### src/rtl/pc_fetch_pkg.sv
package pc_fetch_pkg;

    // Named next-PC sources chosen each cycle.
    typedef enum logic [1:0] {
        SRC_SEQ    = 2'd0,
        SRC_BRANCH = 2'd1,
        SRC_JUMP   = 2'd2
    } npc_src_e;

endpackage

### src/rtl/pc_opcode_match.sv
// Compares the opcode field to a fixed pattern: bitwise XNOR then AND reduce.
module pc_opcode_match #(
    parameter int          OPC_W   = 6,
    parameter logic [5:0]  PATTERN = 6'b000010
) (
    input  logic [OPC_W-1:0] opcode,
    output logic             hit
);
    logic [OPC_W-1:0] bit_eq;

    for (genvar i = 0; i < OPC_W; i++) begin : g_bit
        assign bit_eq[i] = ~(opcode[i] ^ PATTERN[i]);
    end

    assign hit = &bit_eq;
endmodule

### src/rtl/pc_target_gen.sv
// Produces the three candidate next-PC values in word units.
module pc_target_gen #(
    parameter int WORD_W = 30,
    parameter int IMM_W  = 16,
    parameter int TGT_W  = 26
) (
    input  logic [WORD_W-1:0] pc_word,
    input  logic [IMM_W-1:0]  imm,
    input  logic [TGT_W-1:0]  target,
    output logic [WORD_W-1:0] seq_word,
    output logic [WORD_W-1:0] br_word,
    output logic [WORD_W-1:0] jmp_word
);
    localparam int EXT_W    = WORD_W - IMM_W;
    localparam int REGION_W = WORD_W - TGT_W;

    logic [WORD_W-1:0] imm_ext;

    assign imm_ext  = {{EXT_W{imm[IMM_W-1]}}, imm};
    assign seq_word = pc_word + WORD_W'(1);
    assign br_word  = seq_word + imm_ext;
    assign jmp_word = {pc_word[WORD_W-1 -: REGION_W], target};
endmodule

### src/rtl/pc_src_select.sv
// Chooses the next-PC source; jump outranks branch.
module pc_src_select
    import pc_fetch_pkg::*;
(
    input  logic     branch_req,
    input  logic     alu_zero,
    input  logic     jump_req,
    output npc_src_e src
);
    always_comb begin
        if (jump_req)
            src = SRC_JUMP;
        else if (branch_req && alu_zero)
            src = SRC_BRANCH;
        else
            src = SRC_SEQ;
    end
endmodule

### src/rtl/pc_fetch_unit.sv
module pc_fetch_unit
    import pc_fetch_pkg::*;
#(
    parameter int              ADDR_W   = 32,
    parameter int              IMM_W    = 16,
    parameter int              TGT_W    = 26,
    parameter int              OPC_W    = 6,
    parameter logic [5:0]      JUMP_OPC = 6'b000010,
    parameter logic [31:0]     RESET_PC = 32'h0000_0000
) (
    input  logic              clk,
    input  logic              rst,
    input  logic [31:0]       instr,
    input  logic              alu_zero,
    input  logic              branch_req,
    input  logic              jump_req,
    output logic [ADDR_W-1:0] pc,
    output logic              jump_op
);
    localparam int WORD_W = ADDR_W - 2;

    logic [WORD_W-1:0] pc_word;
    logic [WORD_W-1:0] next_word;
    logic [WORD_W-1:0] seq_word;
    logic [WORD_W-1:0] br_word;
    logic [WORD_W-1:0] jmp_word;
    npc_src_e          src;

    pc_opcode_match #(
        .OPC_W   (OPC_W),
        .PATTERN (JUMP_OPC)
    ) u_jdec (
        .opcode (instr[31 -: OPC_W]),
        .hit    (jump_op)
    );

    pc_target_gen #(
        .WORD_W (WORD_W),
        .IMM_W  (IMM_W),
        .TGT_W  (TGT_W)
    ) u_tgt (
        .pc_word  (pc_word),
        .imm      (instr[IMM_W-1:0]),
        .target   (instr[TGT_W-1:0]),
        .seq_word (seq_word),
        .br_word  (br_word),
        .jmp_word (jmp_word)
    );

    pc_src_select u_sel (
        .branch_req (branch_req),
        .alu_zero   (alu_zero),
        .jump_req   (jump_req),
        .src        (src)
    );

    always_comb begin
        unique case (src)
            SRC_SEQ:    next_word = seq_word;
            SRC_BRANCH: next_word = br_word;
            SRC_JUMP:   next_word = jmp_word;
            default:    next_word = seq_word;
        endcase
    end

    always_ff @(posedge clk) begin
        if (rst)
            pc_word <= RESET_PC[ADDR_W-1:2];
        else
            pc_word <= next_word;
    end

    assign pc = {pc_word, 2'b00};
endmodule

### config.mk
export PLATFORM = sky130hd
export DESIGN_NAME = pc_fetch_unit
export DESIGN_NICKNAME = d
export VERILOG_FILES = /design/src/rtl/pc_fetch_pkg.sv /design/src/rtl/pc_opcode_match.sv /design/src/rtl/pc_target_gen.sv /design/src/rtl/pc_src_select.sv /design/src/rtl/pc_fetch_unit.sv
export SDC_FILE = /design/constraint.sdc
export NUM_CORES = 1
export LEC_CHECK = 0
export BUFFER_PORTS_ARGS = -buffer_cell sky130_fd_sc_hd__buf_2
export CAP_MARGIN = 15
export CORE_UTILIZATION = 57
export CTS_CLUSTER_SIZE = 12
export DETAILED_ROUTE_END_ITERATION = 8
export PLACE_DENSITY_LB_ADDON = 0.25
export SLEW_MARGIN = 0
export SYNTH_ARGS = -nofsm -noshare
export SYNTH_HDL_FRONTEND = slang
export SYNTH_SLANG_ARGS = --single-unit
export TNS_END_PERCENT = 1
### constraint.sdc
create_clock -name clk -period 4.3 [get_ports clk]
set_input_delay 0.645 -clock clk [delete_from_list [all_inputs] [get_ports clk]]
set_output_delay 0.645 -clock clk [all_outputs]
set_load 0.05 [all_outputs]
==> results_dict.tcl <==
set metrics [dict create \
    instances_no_fill 610 \
    clk_latency_ps 300 \
    ys.flop_type "dfxtp_1" \
    worst_pin_slew_ps 823 \
    cp.arrival_ps 4040 \
    synth_top_family_by_area "compound AO/OA/AOI/OAI gates" \
    tns_ps 0 \
    viasPerCell 6.57 \
    yosysTopAreaCellShare_pct 17.0 \
    drt_iter0_markers 252 \
    crit_end "pc_word[26]$_SDFFE_PP0P_" \
    synthArstFlopShare_pct 0 \
    drt_wl_total_um 11100 \
    cp_common_cell "xor2_1" \
    synth-edff-count 0 \
    wire_per_inst_um 18.2 \
    dp_hpwl_um 8180 \
    clock-sinks 30 \
    track_usage_pct 35.3 \
    chipHeight_um 80.7 \
    peakVddDrop_v 0.000214 \
    largest_reg_flops 30 \
    seq_area_frac_synth_pct 17.0 \
    core_um2 5960 \
    hold_viol_final 0 \
    power_density_nw_per_um2 296 \
    die_area_um2 6510 \
    ys_types 60 \
    worstPathCellList "nand4_1 > or4_4 > nor3_4 > and3_1 > xor2_1 > ha_1 > a21o_1 > or3_1 > o22a_1 > o31a_1 > a31oi_1 > xor2_1 > o22ai_1" \
    power.leakage_nw 1.76 \
    cp_slowest_stage_delay_ps 600 \
    grt_pass1_vias 3680 \
    root_buffer "clkbuf_8" \
    hp-class "primary input to register" \
    setup_viol 0 \
    slew_violations 0 \
    io_buffers 67 \
    grt_antenna_before_repair 0 \
    final_nets 603 \
    period_minus_slack_ps 3880 \
    clock_path_buffers 2 \
    synthMuxAreaShare_pct 0.887 \
    crit_start "pc_word[6]$_SDFF_PP0_" \
    critPathKind "register to register" \
    synth_commonest_cells "45 x nand2_1, 44 x nor2_1, 43 x a21oi_1" \
    ios 70 \
    ff2ff_setup_slack_ps 420 \
    postCtsHoldBufs 0 \
    top_register "pc_word" \
    antenna_cells 0 \
    rsz0062_at_grt "no" \
    reg2reg_depth 13 \
    drc_errors 0 \
    fillers 508 \
    path_max_fanout 8 \
    synth_compound_area_share_pct 28.6 \
    post-synth-top-count-cell "nand2_1" \
    rows 28 \
    area_delta_synth_final_pct 13.7 \
    dr.pass1.iters 4 \
    route.vias.total 4006 \
    htreeDepth 2 \
    ant_nets 0 \
    synth_top_cells_by_area "dfxtp_1 17%, ha_1 11%, xnor2_1 8.4%" \
    drive_above_1_share_pct 17.2 \
    synth_seq_cells 30 \
    worst_ep_required_time_ps 4470 \
    regToRegEndpoint "pc_word[26]$_SDFFE_PP0P_" \
    relSlewSlack_pct 45.1 \
    yosys.area_share.simple_pct 24.9 \
    start_kind "register" \
    syn_area_per_cell_um2 7.35 \
    cts_tree "done" \
    dp.cells 602 \
    synth_cells 480 \
    yosys.area_share.adder_pct 11.6 \
    routabilityCongestion 1.02 \
    yosys.area.top_type "dfxtp_1" \
    end_kind "register" \
    clkTransAtPathRegs_ps 80 \
    top_regs "pc_word: 30 flops" \
    start_util_pct 59.2 \
    drv_cap 0 \
    r2r_start "pc_word[6]$_SDFF_PP0_" \
    grt_first_pass_wirelength_um 17600 \
    fp.dieW_um 80.7 \
    grt_max_degree 34 \
    grt_overflow_total 0 \
    cts_buffers 5 \
    clock_skew_ps 6.59 \
    fin_crit_sh_pct 90.1 \
    synthXorXnorAreaFrac_pct 12.7 \
    yosys_warnings 0 \
    outcome "complete, no violations" \
    synthesis.area_um2 3530 \
    clock.fmax_mhz 258 \
    crit_slowest_cell "or4_4" \
]
==> per-stage QoR <==
stage	power [mW]	cell area, µm²	hold slack, ps	util [%]	setup WS [ps]
after floorplan	0.739	3530	789	-	475
after global placement	0.858	3880	615	65.1	496
after global routing	1.25	4010	609	67.4	208
after detailed placement	0.867	3880	645	65.1	456
final	1.19	4010	602	67.4	424
after CTS	1.18	3990	603	67.0	435
==> metal layers <==
layer	up-vias	part of all wire [%]	GRT usage [%]
met1	1864	44	47.5
met3	25	9.1	4.09
li1	1894	-	-
met5	-	0	0
met4	0	1.9	13.9
met2	223	45	56.7
==> worst max-delay path, delay by kind of cell (launching register included) <==
| family | cells | cell delay, ps |
|---|---|---|
| adder cells (fa/ha/maj) | 1 | 370 |
| flip-flops | 1 | 440 |
| AND/OR/NAND/NOR | 5 | 1730 |
| AO/OA/AOI/OAI | 5 | 790 |
| XOR/XNOR | 2 | 400 |
==> how the worst min path moves through the flow <==
stage                                  start                  endpoint  cells after the start
finish                              instr[7]     pc_word[7]$_SDFF_PP0_                      3
global route                        instr[0]     pc_word[0]$_SDFF_PP0_                      3
CTS                                 instr[2]     pc_word[2]$_SDFF_PP0_                      3
detailed placement  pc_word[29]$_SDFFE_PP0P_  pc_word[29]$_SDFFE_PP0P_                      2
global placement    pc_word[29]$_SDFFE_PP0P_  pc_word[29]$_SDFFE_PP0P_                      2
floorplan                           instr[5]     pc_word[5]$_SDFF_PP0_                      2
==> power by group <==
| group | switching (mW) | internal [mW] |
|---|---|---|
| combinational | 0.349 | 0.192 |
| sequential | 0.0366 | 0.301 |
| clock | 0.139 | 0.173 |
==> placed cells by master (no fill, tap or decap), types with 7 or more instances in the layout <==
| cell type | instances |
|---|---|
| buf_2 | 67 |
| nand2_1 | 45 |
| nor2_1 | 44 |
| a21oi_1 | 43 |
| xnor2_1 | 34 |
| ha_1 | 31 |
| dfxtp_1 | 30 |
| nand3_1 | 22 |
| o21ai_0 | 22 |
| xor2_1 | 17 |
| inv_1 | 16 |
| nand4_1 | 15 |
| a211oi_1 | 11 |
| a21o_1 | 10 |
| o22ai_1 | 10 |
| o211ai_1 | 9 |
| or3_1 | 8 |
| nor3_1 | 7 |
==> timing repair <==
item	in CTS	in global routing
resized for setup	0	3
setup buffers	0	0
endpoints found under the hold margin	0	0
endpoints found under the setup margin	0	1
==> cells by family (layout without fill, tap and decap cells) <==
family,Yosys count,in the layout
adders and majority gates,32,32
and+or+nand+nor,171,171
other,1,2
muxes,3,3
buffers and inverters,38,92
DFF,30,30
AOI/OAI and AO/OA,154,154
xor gates and xnor gates,51,51
==> layout make-up <==
class                           count  area [µm²]  area share (%)
Multi-Input combinational cell    413        2800            69.8
Clock inverter                      3        45.0            1.12
Tap cell                           75        93.8            2.34
Inverter                           16        60.1            1.50
Timing Repair Buffer               68         343            8.54
Clock buffer                        5        68.8            1.71
Sequential cell                    30         601            15.0
(Power assumes the default switching activity.)
